**src/rtl/mel_pkg.sv**
```systemverilog
package mel_pkg;

  // fetch phase of the note-word reader
  typedef enum logic [1:0] {
    PH_IDLE = 2'd0,
    PH_LO   = 2'd1,
    PH_HI   = 2'd2
  } fetch_ph_t;

  // a code of zero counts like a code of one
  function automatic logic [4:0] tempo_eff(input logic [4:0] t);
    return (t == 5'd0) ? 5'd1 : t;
  endfunction

  function automatic logic [5:0] len_eff(input logic [5:0] l);
    return (l == 6'd0) ? 6'd1 : l;
  endfunction

  // upper six pitch bits clear means silence
  function automatic logic pitch_is_rest(input logic [7:0] n);
    return (n[7:2] == 6'd0);
  endfunction

  // clocks between tone toggles
  function automatic int unsigned half_clks(input logic [7:0] n, input int unsigned mul);
    return mul * (32'(n) + 32'd2);
  endfunction

endpackage

```
**src/rtl/mel_fetch.sv**
```systemverilog
module mel_fetch #(
  parameter int ADDR_W = 18
) (
  input  logic              clk,
  input  logic              rst_n,
  input  logic              begin_i,
  input  logic [ADDR_W-1:0] start_addr_i,
  input  logic              halt_i,
  input  logic              take_i,
  output logic              mem_rd_o,
  output logic [ADDR_W-1:0] mem_addr_o,
  input  logic [7:0]        mem_data_i,
  output logic              nxt_vld_o,
  output logic              nxt_last_o,
  output logic [5:0]        nxt_len_o,
  output logic [7:0]        nxt_pitch_o
);
  import mel_pkg::*;

  fetch_ph_t         ph_q;
  logic              active_q, ended_q, vld_q;
  logic [ADDR_W-1:0] ptr_q;
  logic              lo_last_q;
  logic [5:0]        lo_len_q;
  logic              issue_w;

  assign issue_w = active_q && !ended_q && (ph_q == PH_IDLE) && (!vld_q || take_i)
                   && !halt_i && !begin_i;
  assign mem_rd_o   = issue_w || ((ph_q == PH_LO) && !halt_i && !begin_i);
  assign mem_addr_o = ptr_q;
  assign nxt_vld_o  = vld_q;

  always_ff @(posedge clk) begin
    if (!rst_n) begin
      ph_q        <= PH_IDLE;
      active_q    <= 1'b0;
      ended_q     <= 1'b0;
      vld_q       <= 1'b0;
      ptr_q       <= '0;
      lo_last_q   <= 1'b0;
      lo_len_q    <= '0;
      nxt_last_o  <= 1'b0;
      nxt_len_o   <= '0;
      nxt_pitch_o <= '0;
    end else if (begin_i) begin
      ptr_q    <= start_addr_i;
      active_q <= 1'b1;
      ended_q  <= 1'b0;
      vld_q    <= 1'b0;
      ph_q     <= PH_IDLE;
    end else if (halt_i) begin
      active_q <= 1'b0;
      vld_q    <= 1'b0;
      ph_q     <= PH_IDLE;
    end else begin
      if (take_i) vld_q <= 1'b0;
      case (ph_q)
        PH_IDLE: if (issue_w) begin
          ptr_q <= ptr_q + 1'b1;
          ph_q  <= PH_LO;
        end
        PH_LO: begin
          lo_last_q <= mem_data_i[7];
          lo_len_q  <= mem_data_i[5:0];
          ptr_q     <= ptr_q + 1'b1;
          ph_q      <= PH_HI;
        end
        PH_HI: begin
          nxt_last_o  <= lo_last_q;
          nxt_len_o   <= lo_len_q;
          nxt_pitch_o <= mem_data_i;
          vld_q       <= 1'b1;
          ended_q     <= lo_last_q;
          ph_q        <= PH_IDLE;
        end
        default: ph_q <= PH_IDLE;
      endcase
    end
  end
endmodule

```
**src/rtl/mel_timer.sv**
```systemverilog
module mel_timer #(
  parameter int TICK_CLKS = 6144
) (
  input  logic       clk,
  input  logic       rst_n,
  input  logic       load_i,
  input  logic       clear_i,
  input  logic [4:0] tempo_i,
  input  logic [5:0] len_i,
  output logic       done_o
);
  import mel_pkg::*;

  localparam int TW = (TICK_CLKS > 1) ? $clog2(TICK_CLKS) : 1;

  logic          run_q;
  logic [TW-1:0] tick_q;
  logic [4:0]    tp_q, tp_max_q;
  logic [5:0]    l_q, l_max_q;
  logic          wrap_w, tp_end_w, l_end_w;

  assign wrap_w   = run_q && (tick_q == TW'(TICK_CLKS - 1));
  assign tp_end_w = (tp_q == tp_max_q);
  assign l_end_w  = (l_q == l_max_q);
  assign done_o   = wrap_w && tp_end_w && l_end_w;

  always_ff @(posedge clk) begin
    if (!rst_n || clear_i) begin
      run_q    <= 1'b0;
      tick_q   <= '0;
      tp_q     <= '0;
      l_q      <= '0;
      tp_max_q <= '0;
      l_max_q  <= '0;
    end else if (load_i) begin
      run_q    <= 1'b1;
      tick_q   <= '0;
      tp_q     <= '0;
      l_q      <= '0;
      tp_max_q <= tempo_eff(tempo_i);
      l_max_q  <= len_eff(len_i);
    end else if (run_q) begin
      tick_q <= wrap_w ? '0 : tick_q + 1'b1;
      if (wrap_w) begin
        if (tp_end_w) begin
          tp_q <= '0;
          if (l_end_w) run_q <= 1'b0;
          else         l_q   <= l_q + 1'b1;
        end else begin
          tp_q <= tp_q + 1'b1;
        end
      end
    end
  end
endmodule

```
**src/rtl/mel_tone.sv**
```systemverilog
module mel_tone #(
  parameter int HALF_MUL = 32
) (
  input  logic       clk,
  input  logic       rst_n,
  input  logic       load_i,
  input  logic       clear_i,
  input  logic [7:0] pitch_i,
  output logic       tone_o
);
  import mel_pkg::*;

  localparam int HW = $clog2(HALF_MUL * 257 + 1);

  logic          sound_q, out_q;
  logic [HW-1:0] half_q, cnt_q;

  assign tone_o = out_q;

  always_ff @(posedge clk) begin
    if (!rst_n || clear_i) begin
      sound_q <= 1'b0;
      out_q   <= 1'b0;
      cnt_q   <= '0;
      half_q  <= '0;
    end else if (load_i) begin
      sound_q <= !pitch_is_rest(pitch_i);
      half_q  <= HW'(half_clks(pitch_i, HALF_MUL));
      cnt_q   <= '0;
      out_q   <= 1'b0;
    end else if (sound_q) begin
      if (cnt_q == half_q - 1'b1) begin
        cnt_q <= '0;
        out_q <= !out_q;
      end else begin
        cnt_q <= cnt_q + 1'b1;
      end
    end
  end
endmodule

```
**src/rtl/mel_seq.sv**
```systemverilog
module mel_seq #(
  parameter int ADDR_W    = 18,
  parameter int TICK_CLKS = 6144,
  parameter int HALF_MUL  = 32
) (
  input  logic              clk,
  input  logic              rst_n,
  input  logic              start,
  input  logic [ADDR_W-1:0] start_addr,
  input  logic [4:0]        tempo,
  input  logic              stop,
  output logic              mem_rd,
  output logic [ADDR_W-1:0] mem_addr,
  input  logic [7:0]        mem_data,
  output logic              tone_out,
  output logic              busy,
  output logic              music_end
);
  import mel_pkg::*;

  logic       busy_q, note_on, cur_last, cur_rest, end_q;
  logic [4:0] tempo_q;
  logic       begin_w, stop_w, take_w, note_done, finish_w, halt_w, clr_w;
  logic       nxt_vld, nxt_last;
  logic [5:0] nxt_len;
  logic [7:0] nxt_pitch;

  assign begin_w  = start && !busy_q;
  assign stop_w   = stop && busy_q;
  assign take_w   = busy_q && !stop_w && nxt_vld && (!note_on || note_done);
  assign finish_w = note_on && note_done && cur_last;
  assign halt_w   = stop_w || finish_w;
  assign clr_w    = stop_w || (note_done && !take_w);

  mel_fetch #(.ADDR_W(ADDR_W)) u_fetch (
    .clk(clk), .rst_n(rst_n), .begin_i(begin_w), .start_addr_i(start_addr),
    .halt_i(halt_w), .take_i(take_w), .mem_rd_o(mem_rd), .mem_addr_o(mem_addr),
    .mem_data_i(mem_data), .nxt_vld_o(nxt_vld), .nxt_last_o(nxt_last),
    .nxt_len_o(nxt_len), .nxt_pitch_o(nxt_pitch)
  );

  mel_timer #(.TICK_CLKS(TICK_CLKS)) u_timer (
    .clk(clk), .rst_n(rst_n), .load_i(take_w), .clear_i(clr_w),
    .tempo_i(tempo_q), .len_i(nxt_len), .done_o(note_done)
  );

  mel_tone #(.HALF_MUL(HALF_MUL)) u_tone (
    .clk(clk), .rst_n(rst_n), .load_i(take_w), .clear_i(clr_w),
    .pitch_i(nxt_pitch), .tone_o(tone_out)
  );

  always_ff @(posedge clk) begin
    if (!rst_n) begin
      busy_q   <= 1'b0;
      note_on  <= 1'b0;
      cur_last <= 1'b0;
      cur_rest <= 1'b0;
      end_q    <= 1'b0;
      tempo_q  <= '0;
    end else begin
      end_q <= take_w && nxt_last;
      if (begin_w) begin
        busy_q  <= 1'b1;
        note_on <= 1'b0;
        tempo_q <= tempo;
      end else if (stop_w) begin
        busy_q  <= 1'b0;
        note_on <= 1'b0;
      end else if (take_w) begin
        note_on  <= 1'b1;
        cur_last <= nxt_last;
        cur_rest <= pitch_is_rest(nxt_pitch);
      end else if (note_done) begin
        note_on <= 1'b0;
        if (cur_last) busy_q <= 1'b0;
      end
    end
  end

  assign busy      = busy_q;
  assign music_end = end_q;
endmodule

```
**config.mk**
```make
export PLATFORM = sky130hd
export DESIGN_NAME = mel_seq
export DESIGN_NICKNAME = d
export VERILOG_FILES = /design/src/rtl/mel_pkg.sv /design/src/rtl/mel_fetch.sv /design/src/rtl/mel_timer.sv /design/src/rtl/mel_tone.sv /design/src/rtl/mel_seq.sv
export SDC_FILE = /design/constraint.sdc
export NUM_CORES = 1
export LEC_CHECK = 0
export BUFFER_PORTS_ARGS = -buffer_cell sky130_fd_sc_hd__buf_2
export CAP_MARGIN = 20
export CORE_ASPECT_RATIO = 0.8
export CORE_MARGIN = 2
export CORE_UTILIZATION = 25
export CTS_CLUSTER_DIAMETER = 40
export CTS_CLUSTER_SIZE = 24
export DETAILED_ROUTE_END_ITERATION = 16
export HOLD_SLACK_MARGIN = 0.03
export PLACE_DENSITY_LB_ADDON = 0.2
export SETUP_SLACK_MARGIN = 0.3
export SYNTH_ARGS = -nofsm -noshare
export SYNTH_HDL_FRONTEND = slang
export SYNTH_SLANG_ARGS = --single-unit
```
**constraint.sdc**
```tcl
create_clock -name clk -period 2.85 [get_ports clk]
set_input_delay 0.285 -clock clk [delete_from_list [all_inputs] [get_ports clk]]
set_output_delay 0.285 -clock clk [all_outputs]
set_load 0.01 [all_outputs]
```
-- Yosys cells after proc, flatten, opt, wreduce, memory -nomap -nowiden
Index checks and enable logic that the tools add are counted.
- input bits: 35
- flip-flop bits (word level): 115
- reductions and logical operators: 59
- add/subtract/negate cells: 7
- equal/unequal tests: 10
- bitwise gates (word level): 5
- muxes and demuxes: 27
- operators with widths (cell ; count):
    $mux W18 ; 3
    $pmux W18 S2 ; 1
    $logic_and A1 B1 Y1 ; 19
    $add A18 B1 Y18 const B ; 1
    $mux W1 ; 16
    $reduce_and A3 Y1 ; 5
    $add A14 B1 Y14 const B ; 1
    $eq A14 B14 Y1 ; 1
    $mux W14 ; 1
    $sub A14 B1 Y14 const B ; 1
    $add A13 B1 Y13 const B ; 1
    $eq A13 B13 Y1 const B ; 1
    $mux W13 ; 1
    $logic_not A6 Y1 ; 2
    $logic_not A1 Y1 ; 11
    $mux W5 ; 2
    $add A8 B2 Y9 const B ; 1
    $reduce_bool A3 Y1 ; 3
    $add A6 B1 Y6 const B ; 1
    $eq A6 B6 Y1 ; 1
    $logic_or A1 B1 Y1 ; 6
    $mux W6 ; 1
    $reduce_and A2 Y1 ; 3
    $reduce_bool A2 Y1 ; 3
    15 further kinds ; 22

-- Longest topological paths before layout
- depth in word-level cells: 14
- depth in mapped cells: 10
- gate-level depth less buffers: 8

-- Cells and area by module
From an unflattened synthesis, not the netlist that was laid out.
- cell total of the unflattened synthesis: 685
- area, all modules: 5889.4 µm²
- by module, submodules not included (module ; sequential area each (µm²) ; cells an instance ; instances ; area each (µm²)):
    mel_fetch ; 900.9 ; 267 ; 1 ; 2169.6
    mel_timer ; 720.7 ; 201 ; 1 ; 1770.4
    mel_tone ; 500.5 ; 178 ; 1 ; 1554.0
    mel_seq ; 180.2 ; 39 ; 1 ; 395.4

-- Worst setup path before layout
OpenSTA, ideal clock, no wires.
- path kind: register to register
- start point: register u_timer.tick_q[0]
- end point: register u_fetch.ptr_q[6], in the netlist u_fetch.mem_addr_o[6]
- slack: 558 ps
- period minus slack after synthesis: 2292 ps
- cell stages (with the launch flop): 10
- data required time: 2776 ps
- setup time: 74 ps
- data arrival time: 2218 ps
- cell sequence: dfxtp_1 > ha_1 > and4_1 > buf_2 > and4_1 > nand4_2 > mux2i_2 > buf_2 > or4_1 > a31oi_1
- longest elaborated chain between the ends: 12
- elaborated cells between the ends (all ways): 17
- RTL lines (item ; RTL line ; source):
    start: declaration ; mel_timer.sv:17 ; logic [TW-1:0] tick_q;
    start signal: assignment ; mel_timer.sv:43 ; tick_q <= wrap_w ? '0 : tick_q + 1'b1;
    $eq A13 B13 Y1 * ; mel_timer.sv:22 ; assign wrap_w = run_q && (tick_q == TW'(TICK_CLKS - 1));
    $logic_and A1 B1 Y1 * ; mel_timer.sv:22 ;
    $logic_and A1 B1 Y1 * (2 in series) ; mel_timer.sv:25 ; assign done_o = wrap_w && tp_end_w && l_end_w;
    $logic_or A1 B1 Y1 or $logic_and A1 B1 Y1 (tied branches) ; mel_seq.sv:30, mel_seq.sv:31 ;
    $logic_and A1 B1 Y1, on equally long branches ; mel_seq.sv:30, mel_seq.sv:31 ;
    $logic_or A1 B1 Y1, on equally long branches ; mel_fetch.sv:27, mel_seq.sv:32 ;
    $logic_and A1 B1 Y1 or $logic_not A1 Y1 (tied branches) ; mel_fetch.sv:27, mel_fetch.sv:28 ;
    $logic_and A1 B1 Y1 (2 in series) ; mel_fetch.sv:28 ; && !halt_i && !begin_i;
    $ne A3 B1 Y1 (no source line) ; - ;
    $reduce_and A3 Y1 (no source line) * ; - ;
    end signal: assignment ; mel_fetch.sv:46 ; ptr_q <= start_addr_i;
    end signal: assignment ; mel_fetch.sv:59 ; ptr_q <= ptr_q + 1'b1;
    end signal: assignment ; mel_fetch.sv:65 ; ptr_q <= ptr_q + 1'b1;
    end: declaration ; mel_fetch.sv:22 ; logic [ADDR_W-1:0] ptr_q;
Mark *: on every way between the ends. The rest lies on a longest branch, timed or not.
A chain may end at the register's enable or synchronous reset.

-- Worst setup path in the final report
- start point: register u_timer.tick_q[0]
- end point: output port mem_rd
- longest elaborated chain between the ends: 11
- elaborated cells between the ends (all ways): 17
- RTL lines (item ; RTL line ; source):
    $eq A13 B13 Y1 * ; mel_timer.sv:22 ;
    $logic_and A1 B1 Y1 * ; mel_timer.sv:22 ;
    $logic_and A1 B1 Y1 * (2 in series) ; mel_timer.sv:25 ;
    $logic_or A1 B1 Y1 or $logic_and A1 B1 Y1 (tied branches) ; mel_seq.sv:30, mel_seq.sv:31 ;
    $logic_and A1 B1 Y1, on equally long branches ; mel_seq.sv:30, mel_seq.sv:31 ;
    $logic_or A1 B1 Y1, on equally long branches ; mel_fetch.sv:27, mel_seq.sv:32 ;
    $logic_and A1 B1 Y1 or $logic_not A1 Y1 (tied branches) ; mel_fetch.sv:27, mel_fetch.sv:28, mel_fetch.sv:29 ;
    $logic_and A1 B1 Y1, on equally long branches (2 in series) ; mel_fetch.sv:28, mel_fetch.sv:29 ;
    $logic_or A1 B1 Y1 * ; mel_fetch.sv:29 ; assign mem_rd_o = issue_w || ((ph_q == PH_LO) && !halt_i && !begin_i);
    end: declaration ; mel_seq.sv:12 ; output logic mem_rd,
Marks and branches as above.

==> impl_metrics.env <==
export IMPL_tightestPinTransition_ps=774
export IMPL_p_sw_uw=993
export IMPL_cts_hold_buffers_added=0
export IMPL_tritoncts_num_buffers=17
export IMPL_post_synth_top_count_cell="sky130_fd_sc_hd__dfxtp_1"
export IMPL_drv_cap=0
export IMPL_power_per_cell_area_nw_per_um2=593
export IMPL_drt_pre_antenna_iters=4
export IMPL_ys_warns=0
export IMPL_critical_path_required_ps=2570
export IMPL_library_cell_contributing_the_largest_single_delay_on_the_critical_path="sky130_fd_sc_hd__dfxtp_2"
export IMPL_htree_num_levels=4
export IMPL_start_to_end_type_of_the_worst_setup_path="reg2out"
export IMPL_grt_util_all_layers_pct=12.8
export IMPL_worst_slew_margin_rel_pct=48.3
export IMPL_vdd_ir_drop_max_mv=0.307
export IMPL_report_power_total_uw=4100
export IMPL_synth_edff_count=0
export IMPL_total_inserted_antenna_cells=0
export IMPL_routed_wire_length_per_instance_um=13.8
export IMPL_setup_worst_path_start_class="flop"
export IMPL_finalSetupViolations=0
export IMPL_timing_fmax_mhz=399
export IMPL_post_dp_hpwl_mm=10.0
export IMPL_setup_reg_to_reg_worst_slack_ps=430
export IMPL_power_leakage_uw=0.00246
export IMPL_post_synth_top_area_fraction_pct=41.5
export IMPL_cts_root_buffer_cell="sky130_fd_sc_hd__clkbuf_16"
export IMPL_mappedNetlistNets=706
export IMPL_cts_tree="yes"
export IMPL_first_global_vias=4530
export IMPL_fp_dieW_um=171
export IMPL_routed_wirelength_mm=14.3
export IMPL_final_max_slew_viol_count=0
export IMPL_flip_flop_and_latch_count_after_synthesis=115
export IMPL_yosys_top_cells_count="115 x sky130_fd_sc_hd__dfxtp_1, 62 x sky130_fd_sc_hd__nor2_1, 52 x sky130_fd_sc_hd__nand2_1, 52 x sky130_fd_sc_hd__o21ai_0, 48 x sky130_fd_sc_hd__nand3_1"
export IMPL_sequentialPowerShare_pct=40.9
export IMPL_synth_seq_area_share_pct=41.5
export IMPL_final_min_period_over_clock_period_pct=87.8
export IMPL_crit_arrival_ps=2220
export IMPL_worst_path_max_fanout=4
export IMPL_finalWorstPathRequiredPeriod_ps=2500
export IMPL_dr_first_iter_drc_count=265
export IMPL_syn_instance_count=664
export IMPL_p_int_uw=3100
export IMPL_async_flop_share_pct=0
export IMPL_tritoncts_num_sinks=115
export IMPL_clock_skew_final_ps=10.3
export IMPL_global_route_wire_length_before_repair_mm=23.8
export IMPL_floorplan_io_pins=57
export IMPL_crit_top_cell="sky130_fd_sc_hd__and4_4"
export IMPL_antenna_violation_net_count_after_detailed_routing=0
export IMPL_power_share_combinational_pct=5.7
export IMPL_syn_to_final_growth_pct=24.6
export IMPL_floorplan_core_area_um2=21700
export IMPL_synth_cell_type_count=56
export IMPL_synth_cell_area_um2=5550
export IMPL_endpoint_kind="output port"
export IMPL_synth_top_cell_by_area="sky130_fd_sc_hd__dfxtp_1"
export IMPL_initial_utilization_pct=25.6
export IMPL_max_stage_delay_on_crit_path_ps=360
export IMPL_num_fill_cells=2325
export IMPL_final_layout_size_suffix_gt1_share_pct=18.6
export IMPL_synth_area_leaders="sky130_fd_sc_hd__dfxtp_1 42%, sky130_fd_sc_hd__xor2_1 5.2%, sky130_fd_sc_hd__o21ai_0 4.7%, sky130_fd_sc_hd__nand3_1 4.3%, sky130_fd_sc_hd__a21oi_1 4.2%"
export IMPL_floorplan_rows=48
export IMPL_worstHoldPathType="in2reg"
export IMPL_final_hold_vios=0
export IMPL_postSynth_topFlopCell="sky130_fd_sc_hd__dfxtp_1"
export IMPL_global_route_overflow_total=0
export IMPL_grt_setup_unrepaired="yes"
export IMPL_grt_max_degree=45
export IMPL_cts_reportedPaths_clkPinSlew_ps=50
export IMPL_drc=0
export IMPL_vias_post_dr=4876
export IMPL_post_drt_via_cell_ratio=4.70
export IMPL_cp_cell_sequence="ha_4 > and4_4 > and4_4 > nand4_4 > buf_6 > a21oi_4 > o21ai_1 > a21oi_1 > buf_2"
export IMPL_fp_dieArea_um2=23400
export IMPL_hold_ws_ps=119
export IMPL_antenna_violations_before_repair=0
export IMPL_clk_insertion_delay_late_ps=420
export IMPL_syn_mean_instance_area_um2=8.35
export IMPL_timing_setup_tns_ps=0
export IMPL_fp_dieH_um=137
export IMPL_portBuffers=56
export IMPL_clock_power_share_pct=53.4
export IMPL_netSwitchingFraction_pct=24.2
export IMPL_run_status="finished, final reports clean"
export IMPL_ctsLongestPathBuffers=2
export IMPL_final_nets=767
export IMPL_finalWeightedCongestion=0.719
==> sequential cells by signal (all words and copies together) (netlist names), 2 cells and up <==
register / cells
u_timer.tp_max_q: 5
u_tone.half_q: 9
u_fetch.mem_addr_o: 18
u_timer.tick_q: 13
u_fetch.nxt_pitch_o: 8
u_timer.l_q: 6
tempo_q: 5
u_tone.cnt_q: 14
u_timer.tp_q: 5
u_fetch.lo_len_q: 6
u_timer.l_max_q: 6
u_fetch.nxt_len_o: 6
u_fetch.ph_q: 2
==> worst paths after layout <==
path / to / depth (start not counted) / startpoint
setup / recovery: mem_rd / 9 / u_timer.tick_q[0]$_SDFFE_PP0P_
hold reg to reg: u_fetch.nxt_len_o[1]$_SDFFE_PN0P_ / 2 / u_fetch.lo_len_q[1]$_SDFFE_PN0P_
setup reg to reg: u_fetch.mem_addr_o[5]$_SDFFE_PN0P_ / 9 / u_timer.tick_q[0]$_SDFFE_PP0P_
hold / removal: tempo_q[3]$_SDFFE_PN0P_ / 3 / tempo[3]
==> area by class of cell <==
cell class / instances / area [µm²] / area share [%]
Clock buffer: 17 / 425 / 6.15
Inverter: 13 / 48.8 / 0.706
Tap cell: 300 / 375 / 5.43
Timing Repair Buffer: 78 / 465 / 6.73
Multi-Input combinational cell: 500 / 3110 / 45.0
Clock inverter: 15 / 180 / 2.61
Sequential cell: 115 / 2310 / 33.4
==> layer usage <==
layer / global-route usage, % / part of all wire [%] / vias to the layer above
met5: 0 / 0 / -
met4: 4.13 / 0.85 / 0
met3: 3.27 / 3.4 / 7
met2: 17.6 / 39 / 77
met1: 19.3 / 57 / 2253
li1: - / - / 2539
==> power by group through the flow <==
| stage | combinational, µW | sequential (µW) | clock, µW |
|---|---|---|---|
| floorplan | 128 | 1710 | 0 |
| global placement | 233 | 1710 | 0 |
| detailed placement | 233 | 1710 | 0 |
| CTS | 234 | 1680 | 2250 |
| global route | 265 | 1680 | 2320 |
| finish | 232 | 1680 | 2190 |
==> timing repair <==
item / in CTS / in global routing
resized for setup: 12 / 9
buffers inserted: 4 / 2
endpoints found under the setup margin: 3 / 17
gates cloned: 0 / 0
pin swaps: 4 / 5
==> placed cells by master, fill, tap and decap left out, types with 4 or more instances in the layout <==
cell / instances
sky130_fd_sc_hd__nor2b_1: 6
sky130_fd_sc_hd__or2_2: 4
sky130_fd_sc_hd__nor3b_1: 4
sky130_fd_sc_hd__nand3_1: 48
sky130_fd_sc_hd__nand2_1: 52
sky130_fd_sc_hd__dfxtp_2: 5
sky130_fd_sc_hd__xnor2_1: 17
sky130_fd_sc_hd__and3_1: 12
sky130_fd_sc_hd__nand3b_1: 4
sky130_fd_sc_hd__nand2b_1: 6
sky130_fd_sc_hd__o211ai_1: 6
sky130_fd_sc_hd__nand4_1: 13
sky130_fd_sc_hd__nor4_1: 6
sky130_fd_sc_hd__or3_1: 5
sky130_fd_sc_hd__o21ai_0: 51
sky130_fd_sc_hd__inv_6: 4
sky130_fd_sc_hd__o31ai_1: 12
sky130_fd_sc_hd__or4_1: 12
sky130_fd_sc_hd__a211oi_1: 10
sky130_fd_sc_hd__xor2_1: 33
sky130_fd_sc_hd__ha_1: 6
sky130_fd_sc_hd__buf_2: 56
sky130_fd_sc_hd__buf_4: 19
sky130_fd_sc_hd__a21oi_1: 46
sky130_fd_sc_hd__dfxtp_1: 110
sky130_fd_sc_hd__mux2i_1: 15
sky130_fd_sc_hd__a31oi_1: 13
sky130_fd_sc_hd__nor3_1: 19
sky130_fd_sc_hd__inv_1: 12
sky130_fd_sc_hd__nor2_1: 62
sky130_fd_sc_hd__clkbuf_16: 17
==> logic make-up after synthesis <==
| family | count (synthesis) | share of synthesized area [%] |
|---|---|---|
| compound gates | 160 | 17.4 |
| xor+xnor | 50 | 7.90 |
| fa+ha+maj | 7 | 1.58 |
| buf+inv | 49 | 3.65 |
| flops | 115 | 41.5 |
| mux | 18 | 3.36 |
| simple gates | 265 | 24.6 |
==> worst max-delay path, delay by kind of cell, from the launching register on <==
kind            cells  cell delay, ps
compound gates      3             400
fa+ha+maj           1             140
buf+inv             2             310
flops               1             360
simple gates        3             590
==> through the flow <==
| step | setup WS, ps | cell area [µm²] | instances | utilization (%) |
|---|---|---|---|---|
| 2_1_floorplan | 558 | 5550 | 664 | - |
| 3_3_place_gp | 348 | 6190 | 1000 | 28.5 |
| 3_5_place_dp | 302 | 6190 | 1000 | 28.5 |
| 4_1_cts | 307 | 6860 | 1036 | 31.7 |
| 5_1_grt | 191 | 6910 | 1038 | 31.9 |
| 6_report | 347 | 6910 | 1038 | 31.9 |
No activity file was read; power rests on OpenSTA's default activity.
